File: config.mk
export PLATFORM = sky130hd
export DESIGN_NAME = freq_offset_mon
export DESIGN_NICKNAME = d
export VERILOG_FILES = /design/src/rtl/fom_pkg.sv /design/src/rtl/fom_edge_sync.sv /design/src/rtl/fom_window.sv /design/src/rtl/fom_chan.sv /design/src/rtl/freq_offset_mon.sv
export SDC_FILE = /design/constraint.sdc
export NUM_CORES = 1
export LEC_CHECK = 0
export BUFFER_PORTS_ARGS = -buffer_cell sky130_fd_sc_hd__buf_2
export CAP_MARGIN = 20
export CORE_MARGIN = 2
export CORE_UTILIZATION = 50
export DETAILED_ROUTE_END_ITERATION = 16
export PLACE_DENSITY = 0.67
export SYNTH_ARGS = -nofsm -noshare
export SYNTH_HDL_FRONTEND = slang
export SYNTH_HIERARCHICAL = 1
export SYNTH_SLANG_ARGS = --single-unit
export TNS_END_PERCENT = 10
File: constraint.sdc
create_clock -name clk -period 9.86 [get_ports clk]
set_input_delay 0.986 -clock clk [delete_from_list [all_inputs] [get_ports clk]]
set_output_delay 0.986 -clock clk [all_outputs]
set_load 0.1 [all_outputs]
File: src/rtl/fom_pkg.sv
`timescale 1ns/1ps
// fom_pkg: shared code type and helpers for the frequency offset monitor.
// Assumes 8-bit two's-complement offset codes; -128 is reserved for "no edges".
package fom_pkg;
    typedef logic signed [7:0] code_t;

    localparam code_t DEAD_CODE = 8'sh80;

    // Clamp a signed edge-count difference into the -127..+127 code range.
    function automatic code_t clamp_code(input int diff);
        if (diff > 127)
            return 8'sd127;
        else if (diff < -127)
            return -8'sd127;
        else
            return code_t'(diff[7:0]);
    endfunction

    // Magnitude of a code, with the reserved dead code mapping to 128.
    function automatic logic [7:0] code_mag(input code_t c);
        if (c == DEAD_CODE)
            return 8'd128;
        else if (c[7])
            return 8'(-c);
        else
            return 8'(c);
    endfunction
endpackage

File: src/rtl/fom_edge_sync.sv
`timescale 1ns/1ps
// fom_edge_sync: brings an asynchronous clock-like signal into clk through
// STAGES flops and emits a one-cycle pulse per rising edge.
// Assumes the signal stays high and low for at least one clk period each.
module fom_edge_sync #(
    parameter int STAGES = 2
) (
    input  logic clk,
    input  logic rst_n,
    input  logic async_i,
    output logic rise_o
);
    logic [STAGES:0] pipe_q;

    // Shift the sampled level through the synchronizer and one history flop.
    always_ff @(posedge clk) begin
        if (!rst_n)
            pipe_q <= '0;
        else
            pipe_q <= {pipe_q[STAGES-1:0], async_i};
    end

    assign rise_o = pipe_q[STAGES-1] & ~pipe_q[STAGES];
endmodule

File: src/rtl/fom_window.sv
`timescale 1ns/1ps
// fom_window: picks the reference edge stream and flags the last edge of
// each window of WIN_REFS reference edges.
// Assumes both edge inputs are single-cycle pulses in the clk domain.
module fom_window #(
    parameter int WIN_REFS = 32
) (
    input  logic clk,
    input  logic rst_n,
    input  logic ref_sel_i,
    input  logic mst_rise_i,
    input  logic loop_rise_i,
    output logic win_end_o
);
    localparam int WC_W = (WIN_REFS > 1) ? $clog2(WIN_REFS) : 1;

    logic            ref_rise;
    logic [WC_W-1:0] rcnt_q;

    assign ref_rise  = ref_sel_i ? loop_rise_i : mst_rise_i;
    assign win_end_o = ref_rise && (rcnt_q == WC_W'(WIN_REFS - 1));

    // Count reference edges; wrap at the window end.
    always_ff @(posedge clk) begin
        if (!rst_n)
            rcnt_q <= '0;
        else if (win_end_o)
            rcnt_q <= '0;
        else if (ref_rise)
            rcnt_q <= rcnt_q + 1'b1;
    end
endmodule

File: src/rtl/fom_chan.sv
`timescale 1ns/1ps
// fom_chan: one monitored channel. Counts clock edges over a window, turns
// the count into a clamped offset code and updates its hard alarm at the end.
// Assumes win_end_i is a one-cycle pulse; edges on that cycle open the next window.
module fom_chan
    import fom_pkg::*;
#(
    parameter int WIN_REFS = 32,
    parameter int CNT_W    = 16
) (
    input  logic       clk,
    input  logic       rst_n,
    input  logic       edge_i,
    input  logic       win_end_i,
    input  logic       alm_en_i,
    input  logic [3:0] thr_i,
    output code_t      code_o,
    output logic       alarm_o
);
    logic [CNT_W-1:0] ecnt_q;
    code_t            code_q;
    code_t            code_nx;
    logic             alarm_q;
    logic [7:0]       mag;
    logic [7:0]       lim;

    // Form the code the current window would produce.
    always_comb begin
        if (ecnt_q == '0)
            code_nx = DEAD_CODE;
        else
            code_nx = clamp_code(int'(ecnt_q) - WIN_REFS);
    end

    assign mag = code_mag(code_nx);
    assign lim = 8'(thr_i) + 8'd1;

    // Count input edges, restarting at each window end, saturating at the top.
    always_ff @(posedge clk) begin
        if (!rst_n)
            ecnt_q <= '0;
        else if (win_end_i)
            ecnt_q <= edge_i ? CNT_W'(1) : '0;
        else if (edge_i && (ecnt_q != '1))
            ecnt_q <= ecnt_q + 1'b1;
    end

    // Capture the code and update the alarm only at window ends.
    always_ff @(posedge clk) begin
        if (!rst_n) begin
            code_q  <= '0;
            alarm_q <= 1'b0;
        end else if (win_end_i) begin
            code_q <= code_nx;
            if (!alm_en_i)
                alarm_q <= 1'b0;
            else if (mag > lim)
                alarm_q <= 1'b1;
            else if (mag < lim)
                alarm_q <= 1'b0;
        end
    end

    assign code_o  = code_q;
    assign alarm_o = alarm_q;
endmodule

File: src/rtl/freq_offset_mon.sv
`timescale 1ns/1ps
// freq_offset_mon: frequency offset monitor for NUM_IN clocks against a
// selectable reference, with per-channel hard alarms and a read port.
// Assumes clk samples every reference and monitored clock at least twice per period.
module freq_offset_mon
    import fom_pkg::*;
#(
    parameter int NUM_IN   = 5,
    parameter int WIN_REFS = 32,
    parameter int CNT_W    = 16,
    parameter int SYNC_STG = 2
) (
    input  logic              clk,
    input  logic              rst_n,
    input  logic              mst_ref_i,
    input  logic              loop_ref_i,
    input  logic              ref_sel_i,
    input  logic [NUM_IN-1:0] mon_clk_i,
    input  logic              alm_en_i,
    input  logic [3:0]        alm_thr_i,
    input  logic [3:0]        scale_i,
    input  logic [3:0]        rd_sel_i,
    output logic [7:0]        rd_code_o,
    output logic [11:0]       rd_ppm_o,
    output logic [NUM_IN-1:0] alarm_o,
    output logic [NUM_IN-1:0] disq_o
);
    logic              mst_rise;
    logic              loop_rise;
    logic              win_end;
    logic [NUM_IN-1:0] mon_rise;
    code_t             codes [NUM_IN];
    code_t             rd_code;
    logic signed [12:0] prod;

    fom_edge_sync #(.STAGES(SYNC_STG)) u_sync_mst (
        .clk(clk), .rst_n(rst_n), .async_i(mst_ref_i), .rise_o(mst_rise)
    );

    fom_edge_sync #(.STAGES(SYNC_STG)) u_sync_loop (
        .clk(clk), .rst_n(rst_n), .async_i(loop_ref_i), .rise_o(loop_rise)
    );

    fom_window #(.WIN_REFS(WIN_REFS)) u_win (
        .clk(clk), .rst_n(rst_n), .ref_sel_i(ref_sel_i),
        .mst_rise_i(mst_rise), .loop_rise_i(loop_rise), .win_end_o(win_end)
    );

    for (genvar g = 0; g < NUM_IN; g++) begin : g_ch
        fom_edge_sync #(.STAGES(SYNC_STG)) u_sync (
            .clk(clk), .rst_n(rst_n), .async_i(mon_clk_i[g]), .rise_o(mon_rise[g])
        );

        fom_chan #(.WIN_REFS(WIN_REFS), .CNT_W(CNT_W)) u_ch (
            .clk(clk), .rst_n(rst_n), .edge_i(mon_rise[g]), .win_end_i(win_end),
            .alm_en_i(alm_en_i), .thr_i(alm_thr_i),
            .code_o(codes[g]), .alarm_o(alarm_o[g])
        );
    end

    // Read mux: selected channel code, zero for unused select values.
    always_comb begin
        rd_code = '0;
        for (int i = 0; i < NUM_IN; i++)
            if (int'(rd_sel_i) == i)
                rd_code = codes[i];
    end

    assign prod      = rd_code * $signed({1'b0, scale_i});
    assign rd_code_o = rd_code;
    assign rd_ppm_o  = prod[11:0];
    assign disq_o    = alarm_o;
endmodule

==> impl_summary.md <==
Run status
The run finished with clean final reports.

STA
The worst-margin pin slew is 0.815 ns. The hold violation total from the final report was 0. In this run the tightest slew margin relative to its limit is 45.7%. Setup repair after global routing left no endpoint under its margin. The worst path uses 67.7% of the clock period. The least setup slack across all paths after layout is 3.18 ns. Setup violations remaining at the end of the flow were counted as 0. Based on the critical path, the design can be clocked at up to 0.150 GHz.

The clock arrives with 0.0181 ns of skew. The routed design could run at a clock period as short as 6.68 ns. After routing, the total negative slack on setup checks comes to 0 ns. The final-report max-slew violation count is 0.

Die
In this run the standard cell core region covers 25,300 sq um. The height of the chip is 165 microns. The initial core utilization is 51.1%. Measured along the x axis, the die boundary spans 165 microns. The full die area is 27,200 sq um. The number of I/O pins is 53.

The floorplan has 58 rows.

Worst setup path
For the worst setup path, the data required time is 8.87 ns. The worst setup path is captured at a primary output. On the critical path, the stage with the largest delay is an instance of fa_1.

The worst setup path is launched from a primary input. The top cell family by delay on the critical path is adder cells. The critical path data arrival time is 5.69 ns. On the worst path, the slowest cell contributes a delay of 0.54 ns. Together, buffers and inverters on the worst path number 4. The critical setup path kind is primary input to primary output.

Walking the worst path, the cells encountered are buf_2 -> nor2_2 -> nand3_1 -> o221ai_1 -> o21ai_0 -> and2_1 -> ha_1 -> fa_1 -> inv_1 -> fa_1 -> inv_1 -> ha_1 -> and3_1 -> a221o_1 -> nand2b_1 -> a31oi_1 -> xnor2_1 -> buf_2. Of all nets on the critical path, the largest fanout is 9.

Logic synthesis
dfxtp_1 takes more of the synthesized area than any other cell. The share of synthesized area in the top cell type comes to 23.3%. The count of unique library cells instantiated by Yosys is 85. The library cell with the highest instance count after synthesis is dfxtp_1. By area the synthesized netlist is led by dfxtp_1 23%, ha_1 7.5%, xor2_1 4.3%. After synthesis the cells add up to 12,900 sq um. The synthesized design contains 151 register bits. The number of synthesized flops with an enable pin is 0. Synthesis produced a netlist with a net count of 1,627. After synthesis, the mean cell area works out to 8.58 sq um. Of all flip-flops after synthesis, the portion carrying an async set or reset was 0%. The register area share after synthesis is 23.3%. The Yosys step of the flow raised 6 warnings.

Among all flip-flop cells after synthesis, the most frequent one is dfxtp_1. The gate count of the mapped netlist is 1,510. Ranked by instance count, the synthesized netlist is headed by 151 x dfxtp_1, 129 x nor2_1, 102 x nand2_1.

Clocking
The number of cells upsized or downsized after cts is 0. The maximum number of buffers from clock root to sink is 2. Counting every sink on the clock net gives 151. TritonCTS built the clock tree. The number of hold-repair buffers added at the cts stage is 0.

The CTS clock-pin slew for the worst setup and hold paths is 0.06 ns. The later-pin clock latency in the skew report is 0.44 ns. The TritonCTS buffer count is 17. The cell sitting at the root of the clock tree is a clkbuf_16. Once the clock tree was built, the setup fixing pass inserted 0 buffers. The depth of the CTS H-tree is 4.

Routing
The first-pass iteration count of the detailed router is 5. The count of routing violations after the opening detailed-route iteration is 684. Detailed routing inserted a total of 10.8k vias. After detailed routing, the average wire length per cell comes to 15.9 microns. The antenna violation net count after detailed routing is 0.

The routed via count divided by cell count is 5.90. The detailed-route wire length is 29.2 mm. The post-route DRC violation count is 0.

Place
OpenSTA, run right after detailed placement, puts the worst setup slack at 3.20 ns. The sum of net half-perimeters after detailed placement is 20.8 mm. The weighted congestion at the end of routability-driven global placement is 0.855. The quantity of I/O buffers inserted on ports is 52.

GRT
Entering global routing, the biggest net connects 72 pins. The number of global-route vias before repair is 9,941. The first-pass GRT wire length is 49.0 mm. The number of antenna violations at the first check in global routing is 0.

The leftover overflow at the end of global routing is 0. The overall fraction of global-route tracks in use is 21.9%.

Power
The leakage power summed over all cells is 5.29 nW. The worst-case IR drop observed on VDD is 94.2 uV. The power per standard cell area is 102 nW/um^2.

Cells and area
0 antenna diodes ended up in the layout. For this run, the post-layout net count is 1,604. The fraction of layout instances using a drive strength above 1 is 15.1%. From synthesis to final layout, the design area changed by 4.86%.

Min path
The path class of the tightest hold or removal check is register to register.

Flow run
Max-cap violations in this run came to 0.
-- placed cells by master, fill, tap and decap left out, drive strengths merged, types with 18 or more instances in the layout --
cell type    n
and3        18
nor3        31
a2111oi     20
and2        51
o21ai       58
buf         54
ha          78
xnor2       34
nand2b      32
inv         89
a21oi       84
nor2b       46
nand4       60
nor4        20
nand3       77
xor2        63
nor2       130
clkbuf      18
nand2      103
dfxtp      151
-- flip-flops by register name (all words and copies together) (netlist names) --
register / count
g_ch.u_ch/code_o: 40
u_sync_mst/pipe_q: 3
u_sync_loop/pipe_q: 3
g_ch.u_sync/pipe_q: 15
g_ch.u_ch/alarm_o: 5
u_win/rcnt_q: 5
g_ch.u_ch/ecnt_q: 80
-- cell families after synthesis --
logic type | after synthesis | share of synthesized area [%]
buf+inv | 179 | 7.31
flops | 151 | 23.3
xor+xnor | 97 | 6.56
fa+ha+maj | 94 | 10.0
simple gates | 636 | 29.4
mux | 19 | 1.76
compound gates | 334 | 21.6
-- report_power, final --
group          leakage, nW  switching, mW  internal (mW)
sequential            1.22        0.00506          0.615
clock                0.267          0.283          0.359
combinational         3.80         0.0843         0.0441
-- per-stage QoR --
stage	hold slack, ns	utilization [%]	cell area (sq um)	cells	power, mW
finish	0.432	53.6	13600	1830	1.39
global placement	0.414	51.3	13000	1798	0.760
floorplan	0.412	-	12900	1510	0.730
global route	0.450	53.6	13600	1830	1.45
CTS	0.434	53.6	13600	1830	1.41
detailed placement	0.419	51.3	13000	1798	0.762
-- final timing paths --
kind | start | end | slack, ns | cells past startpoint
max | rd_sel_i[2] | rd_ppm_o[11] | 3.18 | 18
min | u_sync_loop/pipe_q[0] | u_sync_loop/pipe_q[1] | 0.43 | 1
max reg2reg | g_ch[0].u_ch/ecnt_q[5] | g_ch[0].u_ch/alarm_o | 4.93 | 18
min reg2reg | u_sync_loop/pipe_q[0] | u_sync_loop/pipe_q[1] | 0.43 | 1
-- cell type report --
type | instances | area, sq um
flip-flops and latches | 151 | 3020
inverters | 83 | 312
multi-input cells | 1180 | 8980
well taps | 330 | 413
repair buffers | 54 | 275
clock buffers | 18 | 439
fillers | 2354 | 11700
clock inverters | 14 | 138
-- metal layers --
layer	vias up	global-route usage, %	part of all wire, %
met2	190	36.8	48
met4	0	6.48	1.4
met5	-	0	0
met3	27	2.44	3.2
met1	5161	29.6	48
li1	5421	-	-
No activity file was read; power rests on OpenSTA's default activity.
